File: config.mk
export PLATFORM = sky130hd
export DESIGN_NAME = prio_irq_ctrl
export DESIGN_NICKNAME = d
export VERILOG_FILES = /design/src/rtl/pic_pkg.sv /design/src/rtl/pic_lowbit.sv /design/src/rtl/pic_req_unit.sv /design/src/rtl/prio_irq_ctrl.sv
export SDC_FILE = /design/constraint.sdc
export NUM_CORES = 1
export LEC_CHECK = 0
export BUFFER_PORTS_ARGS = -buffer_cell sky130_fd_sc_hd__buf_2
export CAP_MARGIN = 20
export CORE_ASPECT_RATIO = 1.5
export CORE_MARGIN = 3
export CORE_UTILIZATION = 56
export CTS_BUF_LIST = sky130_fd_sc_hd__clkbuf_8
export CTS_CLUSTER_DIAMETER = 200
export CTS_CLUSTER_SIZE = 25
export DETAILED_ROUTE_END_ITERATION = 6
export GPL_TIMING_DRIVEN = 0
export PLACE_DENSITY = 0.77
export SYNTH_ARGS = -nofsm -noshare
export SYNTH_HDL_FRONTEND = slang
export SYNTH_HIERARCHICAL = 1
export SYNTH_SLANG_ARGS = --single-unit
File: constraint.sdc
create_clock -name clk -period 3.29 [get_ports clk]
set_input_delay 0.1645 -clock clk [delete_from_list [all_inputs] [get_ports clk]]
set_output_delay 0.1645 -clock clk [all_outputs]
set_load 0.02 [all_outputs]
File: src/rtl/pic_pkg.sv
package pic_pkg;
  typedef enum logic [1:0] {
    SETUP_OFF   = 2'd0,
    SETUP_BASE  = 2'd1,
    SETUP_OPTS  = 2'd2,
    SETUP_READY = 2'd3
  } setup_st_t;

  typedef enum logic [1:0] {
    ACK_IDLE  = 2'd0,
    ACK_FIRST = 2'd1,
    ACK_GAP   = 2'd2,
    ACK_SECND = 2'd3
  } ack_ph_t;

  localparam logic [2:0] A_START = 3'd0;
  localparam logic [2:0] A_SETUP = 3'd1;
  localparam logic [2:0] A_EOI   = 3'd2;
  localparam logic [2:0] A_MODE  = 3'd3;
  localparam logic [2:0] A_TRIG  = 3'd4;

  localparam logic [1:0] EOI_NS   = 2'b01;
  localparam logic [1:0] EOI_SPEC = 2'b10;
endpackage

File: src/rtl/pic_lowbit.sv
module pic_lowbit #(
  parameter int N  = 8,
  parameter int LW = $clog2(N)
) (
  input  logic [N-1:0]  vec,
  output logic [LW-1:0] idx,
  output logic          any,
  output logic [N-1:0]  onehot
);
  always_comb begin
    idx = '0;
    any = 1'b0;
    for (int i = N - 1; i >= 0; i--) begin
      if (vec[i]) begin
        idx = LW'(i);
        any = 1'b1;
      end
    end
    onehot = any ? (N'(1) << idx) : '0;
  end
endmodule

File: src/rtl/pic_req_unit.sv
module pic_req_unit #(
  parameter int N = 8
) (
  input  logic         clk,
  input  logic         rst_n,
  input  logic [N-1:0] irq_in,
  input  logic [N-1:0] trig_lvl,
  input  logic         det_clr,
  input  logic [N-1:0] ack_clr,
  output logic [N-1:0] irr
);
  logic [N-1:0] line_q;
  logic [N-1:0] pend_q;
  logic [N-1:0] pend_d;

  for (genvar g = 0; g < N; g++) begin : g_in
    always_comb begin
      pend_d[g] = (pend_q[g] & ~ack_clr[g]) | (irq_in[g] & ~line_q[g]);
      irr[g]    = trig_lvl[g] ? line_q[g] : pend_q[g];
    end

    always_ff @(posedge clk or negedge rst_n) begin
      if (!rst_n) begin
        line_q[g] <= 1'b0;
        pend_q[g] <= 1'b0;
      end else if (det_clr) begin
        line_q[g] <= 1'b1;
        pend_q[g] <= 1'b0;
      end else begin
        line_q[g] <= irq_in[g];
        pend_q[g] <= pend_d[g];
      end
    end
  end
endmodule

File: src/rtl/prio_irq_ctrl.sv
module prio_irq_ctrl
  import pic_pkg::*;
#(
  parameter int N_IRQ = 8,
  parameter int DW    = 8,
  parameter int AW    = 3
) (
  input  logic          clk,
  input  logic          rst_n,
  input  logic          wr_en,
  input  logic [AW-1:0] wr_addr,
  input  logic [DW-1:0] wr_data,
  input  logic [1:0]    rd_sel,
  output logic [DW-1:0] rd_data,
  input  logic [N_IRQ-1:0] irq_in,
  input  logic          iack,
  output logic          int_out,
  output logic [DW-1:0] vec_out,
  output logic          vec_vld
);
  localparam int LW = $clog2(N_IRQ);
  localparam int BW = DW - LW;

  setup_st_t       setup_q, setup_d;
  ack_ph_t         phase_q, phase_d;
  logic [N_IRQ-1:0] mask_q, mask_d, isr_q, isr_d, trig_q, trig_d;
  logic [BW-1:0]   base_q, base_d;
  logic            auto_q, auto_d, smm_q, smm_d;
  logic [LW-1:0]   lvl_q, lvl_d;
  logic            spur_q, spur_d, vld_q, vld_d, iack_q;
  logic [DW-1:0]   vec_q, vec_d;

  logic [N_IRQ-1:0] irr, isr_set, isr_clr, ack_clr, eoi_src, eoi_oh;
  logic [N_IRQ-1:0] win_oh_unused, isr_oh_unused;
  logic [LW-1:0]   win_idx, isr_idx, eoi_idx_unused;
  logic            win_any, isr_any, eoi_any_unused;
  logic            start_wr, ack_rise, ack_fall;

  assign start_wr = wr_en && (wr_addr == A_START);
  assign ack_rise = iack & ~iack_q;
  assign ack_fall = ~iack & iack_q;
  assign eoi_src  = smm_q ? (isr_q & ~mask_q) : isr_q;

  pic_req_unit #(.N(N_IRQ)) u_req (
    .clk(clk), .rst_n(rst_n), .irq_in(irq_in), .trig_lvl(trig_q),
    .det_clr(start_wr), .ack_clr(ack_clr), .irr(irr)
  );

  pic_lowbit #(.N(N_IRQ), .LW(LW)) u_win (
    .vec(irr & ~mask_q), .idx(win_idx), .any(win_any), .onehot(win_oh_unused)
  );

  pic_lowbit #(.N(N_IRQ), .LW(LW)) u_top (
    .vec(isr_q), .idx(isr_idx), .any(isr_any), .onehot(isr_oh_unused)
  );

  pic_lowbit #(.N(N_IRQ), .LW(LW)) u_eoi (
    .vec(eoi_src), .idx(eoi_idx_unused), .any(eoi_any_unused), .onehot(eoi_oh)
  );

  assign int_out = (setup_q == SETUP_READY) && win_any &&
                   (!isr_any || (win_idx < isr_idx));

  always_comb begin
    setup_d = setup_q;
    phase_d = phase_q;
    mask_d  = mask_q;
    trig_d  = trig_q;
    base_d  = base_q;
    auto_d  = auto_q;
    smm_d   = smm_q;
    lvl_d   = lvl_q;
    spur_d  = spur_q;
    vld_d   = vld_q;
    vec_d   = vec_q;
    isr_set = '0;
    isr_clr = '0;
    ack_clr = '0;

    unique case (phase_q)
      ACK_IDLE: if (ack_rise) begin
        phase_d = ACK_FIRST;
        lvl_d   = win_any ? win_idx : '1;
        spur_d  = !win_any;
      end
      ACK_FIRST: if (ack_fall) begin
        phase_d = ACK_GAP;
        if (spur_q || !irq_in[lvl_q]) begin
          lvl_d  = '1;
          spur_d = 1'b1;
        end else begin
          isr_set[lvl_q] = 1'b1;
          ack_clr[lvl_q] = 1'b1;
        end
      end
      ACK_GAP: if (ack_rise) begin
        phase_d = ACK_SECND;
        vec_d   = {base_q, lvl_q};
        vld_d   = 1'b1;
      end
      ACK_SECND: if (ack_fall) begin
        phase_d = ACK_IDLE;
        vld_d   = 1'b0;
        if (auto_q && !spur_q) isr_clr = isr_clr | eoi_oh;
      end
      default: phase_d = ACK_IDLE;
    endcase

    if (wr_en) begin
      unique case (wr_addr)
        A_SETUP: begin
          unique case (setup_q)
            SETUP_BASE:  begin base_d = wr_data[DW-1:LW]; setup_d = SETUP_OPTS; end
            SETUP_OPTS:  begin auto_d = wr_data[1]; setup_d = SETUP_READY; end
            SETUP_READY: mask_d = wr_data[N_IRQ-1:0];
            default:     setup_d = setup_q;
          endcase
        end
        A_EOI: begin
          if (wr_data[7:6] == EOI_NS)   isr_clr = isr_clr | eoi_oh;
          if (wr_data[7:6] == EOI_SPEC) isr_clr[wr_data[LW-1:0]] = 1'b1;
        end
        A_MODE:  smm_d  = wr_data[0];
        A_TRIG:  trig_d = wr_data[N_IRQ-1:0];
        default: setup_d = setup_q;
      endcase
    end

    isr_d = (isr_q | isr_set) & ~isr_clr;

    if (start_wr) begin
      setup_d = SETUP_BASE;
      phase_d = ACK_IDLE;
      mask_d  = '0;
      isr_d   = '0;
      smm_d   = 1'b0;
      vld_d   = 1'b0;
    end
  end

  always_ff @(posedge clk or negedge rst_n) begin
    if (!rst_n) begin
      setup_q <= SETUP_OFF;
      phase_q <= ACK_IDLE;
      mask_q  <= '0;
      isr_q   <= '0;
      trig_q  <= '0;
      base_q  <= '0;
      auto_q  <= 1'b0;
      smm_q   <= 1'b0;
      lvl_q   <= '0;
      spur_q  <= 1'b0;
      vld_q   <= 1'b0;
      vec_q   <= '0;
      iack_q  <= 1'b0;
    end else begin
      setup_q <= setup_d;
      phase_q <= phase_d;
      mask_q  <= mask_d;
      isr_q   <= isr_d;
      trig_q  <= trig_d;
      base_q  <= base_d;
      auto_q  <= auto_d;
      smm_q   <= smm_d;
      lvl_q   <= lvl_d;
      spur_q  <= spur_d;
      vld_q   <= vld_d;
      vec_q   <= vec_d;
      iack_q  <= iack;
    end
  end

  always_comb begin
    unique case (rd_sel)
      2'd0:    rd_data = DW'(irr);
      2'd1:    rd_data = DW'(isr_q);
      2'd2:    rd_data = DW'(mask_q);
      default: rd_data = '0;
    endcase
  end

  assign vec_out = vec_q;
  assign vec_vld = vld_q;
endmodule

After elaboration in Yosys (flattened, before gate mapping) --
Cells that the tools add are included.
Word-level totals: flip-flop bits (word level) 65, input bits 25, output and inout bits 18, word-level logic and storage cells 264
Operators by class: $lt $le $gt $ge 5, equality and inequality tests 21, shifts and indexed selects 1, mux-type cells 124, bitwise logic cells 52, reductions and logical operators 32
Operator list (number):
- 8-bit 2-to-1 mux | 19
- 3-bit 2-to-1 mux | 28
- 1-bit 2-to-1 mux | 60
- 8-bit AND | 3
- 8-bit bitwise OR | 3
- 8-bit case mux with 3 select lines | 1
- 1-bit AND | 18
- 1-bit inverter | 18
- 2-bit 2-to-1 mux | 8
- 8-bit inverter | 2
- 3-bit AND reduction | 5
- 2-bit == test (second input constant) | 6
- 3-bit != test (second input constant) | 4
- 2-bit nonzero test | 5
- 2-bit by 1-bit == test with 1-bit output (second input constant) | 4
- 3-bit by 4-bit less-than comparator with 1-bit output (second input constant) | 2
- 1-bit bitwise OR | 8
- 2-bit case mux with 4 select lines | 1
- 4-bit AND reduction | 2
- 1-bit by 3-bit << shifter with 8-bit output (first input constant) | 1
- 1-bit demux with 3-bit select | 2
- 3-bit by 2-bit == test with 1-bit output (second input constant) | 2
- 3-bit by 1-bit greater-or-equal comparator with 1-bit output (second input constant) | 2
- 1-bit logical AND | 6
- other kinds (14) | 25

Logic depth before layout (Yosys ltp) --
depth in word-level cells 27, gate-level depth with buffers 9, depth with buffers taken out 9

By module --
The synthesis kept the hierarchy.
By module, submodules not included:
- prio_irq_ctrl | times used 1, cells each 262, area an instance 2786.4 sq um, sequential area each 1226.2 sq um
- pic_req_unit | times used 1, cells each 57, area an instance 691.9 sq um, sequential area each 400.4 sq um
- pic_lowbit | times used 3, cells each 25, area an instance 140.1 sq um, sequential area each 0.0 sq um

Worst setup path before layout --
No wires, ideal clock.
kind flip-flop to output port, start point register trig_q[5], end point output port int_out, arrival 2.223 ns, required time 3.125 ns, slack 0.902 ns, cell stages (with the launch flop) 10, path buffers 0, cell sequence dfrtp_1 > mux2_2 > nor2b_1 > nor2_1 > o21ai_0 > a21boi_0 > ha_1 > a21o_1 > a21o_1 > a21oi_1
On the way: longest elaborated chain between the ends 11, elaborated cells on any way between the ends 18, those cells by class order compare: 1; mux: 13; bitwise: 1; reduce/logical: 3
RTL lines:
- start: declaration | RTL line prio_irq_ctrl.sv:26 | logic [N_IRQ-1:0] mask_q, mask_d, isr_q, isr_d, trig_q, trig_d;
- start signal: assignment | RTL line prio_irq_ctrl.sv:161 | trig_q <= trig_d;
- 1-bit 2-to-1 mux | RTL line pic_req_unit.sv:19 | irr[g] = trig_lvl[g] ? line_q[g] : pend_q[g];
- via irr[5] | RTL line prio_irq_ctrl.sv:33 | logic [N_IRQ-1:0] irr, isr_set, isr_clr, ack_clr, eoi_src, eoi_oh;
- 8-bit AND | RTL line prio_irq_ctrl.sv:50 | .vec(irr & ~mask_q), .idx(win_idx), .any(win_any), .onehot(win_oh_unused)
- 3-bit 2-to-1 mux (6 in a row) | RTL line pic_lowbit.sv:14 | if (vec[i]) begin
- via win_idx[1] | RTL line prio_irq_ctrl.sv:35 | logic [LW-1:0] win_idx, isr_idx, eoi_idx_unused;
- 3-bit less-than comparator | RTL line prio_irq_ctrl.sv:62 | (!isr_any || (win_idx < isr_idx));
- 1-bit logical OR | RTL line prio_irq_ctrl.sv:62
- 1-bit logical AND | RTL line prio_irq_ctrl.sv:61 | assign int_out = (setup_q == SETUP_READY) && win_any &&
- end: declaration | RTL line prio_irq_ctrl.sv:17 | output logic int_out,
The timed path passes the listed nets, and every way through them passes these cells.

Final worst setup path --
Same ends and word-level chain as after synthesis.

==> metrics.cfg <==
[setup_path]
crit_end = int_out
r2r_setup_slack_ps = 1290
cp-end-kind = output pin
crit-reg2reg-launch = phase_q[1]
start_kind = flip-flop
required_ps = 3130
rr_worst_depth = 6
worst-endpoint-arrival_ps = 2880
crit-reg2reg-capture = isr_q[5]
crit_fanout = 3
crit_start = trig_q[5]
path_class = flip-flop to output pin

[sta]
period_minus_slack_ps = 3040
unrepaired_setup_endpoints_after_global_routing = no
fin_crit_sh_pct = 92.5
setup-violations-final = 0
clock.fmax_ghz = 0.329
clock_skew_ps = 9.94
final_max_slew_viol_count = 0
totalNegativeSetupSlack_ps = 0
worstMarginPinSlew_ps = 823
timing.final.hold_violations = 0
relSlewSlack_pct = 45.1

[outcome]
result_of_the_run = complete, no violations

[detailed_routing]
routedWlPerCell_um = 17.6
pre_repair_dr_iteration_count = 4
route.final.wire_length_um = 8790
post_drt_antenna_nets = 0
dr_total_vias = 2964
drt_drc_violations_left = 0
detail_route.vias_per_cell = 5.94
detailedRoute.firstIterationViolations = 148

[global_routing]
via_count_of_the_first_global_routing_pass = 3051
residual_overflow_from_global_routing = 0
grt_first_pass_wirelength_um = 14800
grt_antenna_before_repair = 0
pin_count_of_the_biggest_net_entering_global_routing = 66
global_route.usage.total_pct = 25.0

[clock_tree]
cts-root-buf = clkbuf_8
cts_tree = yes
cts_buffer_count = 9
clockBufferDepth = 2
cts_max_level = 3
post_cts.resized_instances = 0
cts.sinks = 65
clk_transition_reported_paths_ps = 70
clk-insertion-delay-late_ps = 350

[floorplan]
boundaryPins = 43
die_h_um = 106
dieArea_um2 = 7750
fp.coreArea_um2 = 6310
initial_core_util_pct = 59.6
rows = 35
horizontal_die_dimension_um = 72.9

[min_path]
hold_class = primary input to flip-flop
origin_of_the_worst_min_delay_path = irq_in[3]

[placed_design]
portBuffers = 37
dp.final_hpwl_um = 6580
placement.cell_area_um2 = 4040
place_congestion = 0.907

[power_and_ir_drop]
leakage_nw = 1.89
vdd.ir_drop.worst_uv = 525
power_per_cell_area_nw_per_um2 = 664

[synthesis]
post_synth_instance_area_um2 = 3760
syn_area_per_cell_um2 = 10.2
yosysWarnings = 6
synth_nets = 401
post_synth_inst_count = 370

[finish]
fin_area_um2 = 4240
final.fill_count = 519
fin_nets = 451
fraction_of_layout_instances_using_a_drive_strength_above_1_pct = 26.8
insertedDiodeCount = 0
seq_area_um2 = 1630
multi_input_area_um2 = 1990
area_growth_pct = 12.8

[flow_run]
cap_viol_max_count = 0

==> per-layer routing <==
metal  global-route usage, %  wire, µm  up-vias
li1                        -         -     1418
met1                    31.8      3730     1427
met2                    41.0      4470       93
met3                    5.01       349       26
met4                    9.76       249        0
met5                       0         0        -
==> cells in the final DEF, fill, tap and decap left out, types with 3 or more instances in the layout <==
master / count
o22a_1: 3
a21oi_1: 15
and2_1: 3
buf_2: 40
o22ai_1: 5
a211oi_1: 6
a21boi_0: 10
or2_2: 6
nor3b_1: 4
dfrtp_1: 65
a22o_1: 3
mux2_2: 28
buf_6: 3
a221o_1: 3
o21ai_0: 15
clkbuf_8: 10
nor2b_1: 13
mux2i_1: 17
inv_1: 15
a22o_2: 3
nor4_1: 3
inv_2: 3
nor4_2: 5
nor2_1: 33
nand2b_1: 24
clkbuf_1: 5
nand3b_1: 4
nor3_2: 3
nand2_1: 25
ha_1: 6
and4_1: 6
==> through the flow <==
stage	cells	worst slack [ps]	util [%]	hold slack, ps	power, W
after floorplan	370	1020	-	-131	0.00191
after global placement	481	768	64.0	353	0.00217
after detailed placement	481	741	64.1	311	0.00220
after CTS	499	338	67.2	54.3	0.00283
after global routing	499	101	67.2	54.8	0.00301
final	499	247	67.2	64.2	0.00282
==> what timing repair did <==
action	CTS	global route
buffers inserted	0	0
hold buffers	2	0
endpoints found under the setup margin	0	0
endpoints found under the hold margin	66	0
==> registers in the layout (all words and copies together) (netlist names), 2 cells and up <==
register      count
base_q            5
isr_q             8
lvl_q             3
mask_q            8
phase_q           2
setup_q           2
trig_q            8
u_req/line_q      8
u_req/pend_q      8
vec_out           8
==> layout make-up <==
class / instances / share of cell area [%]
flip-flops and latches: 65 / 38.4
multi-input cells: 274 / 46.8
plain buffers: 13 / 1.89
well taps: 74 / 2.18
repair buffers: 39 / 4.90
clock inverters: 6 / 1.00
clock buffers: 10 / 3.25
inverters: 18 / 1.59
==> how the worst min path moves through the flow <==
| stage | endpoint | slack (ps) | cells after the start |
|---|---|---|---|
| 6_report | u_req/line_q[3] | 60 | 2 |
| 3_5_place_dp | isr_q[5] | 310 | 1 |
| 2_1_floorplan | auto_q | -130 | 0 |
| 3_3_place_gp | iack_q | 350 | 1 |
| 4_1_cts | u_req/line_q[3] | 50 | 2 |
| 5_1_grt | u_req/line_q[7] | 50 | 2 |
==> worst max-delay path, stage by stage, from the launching register on <==
cell and delay [ps]:
dfrtp_1 350, mux2_2 360, nor2b_1 170, nor2_1 120, o21ai_0 100, a21boi_0 480, ha_1 330, a21o_1 150
a21o_1 160, a21oi_1 130, buf_2 180
==> power breakdown <==
part,switching (W),internal (W),total (W)
registers,0.000153,0.000996,0.00115
logic,0.000572,0.000473,0.00105
clock network,0.000328,0.000295,0.000623
No activity file was read; power rests on OpenSTA's default activity.
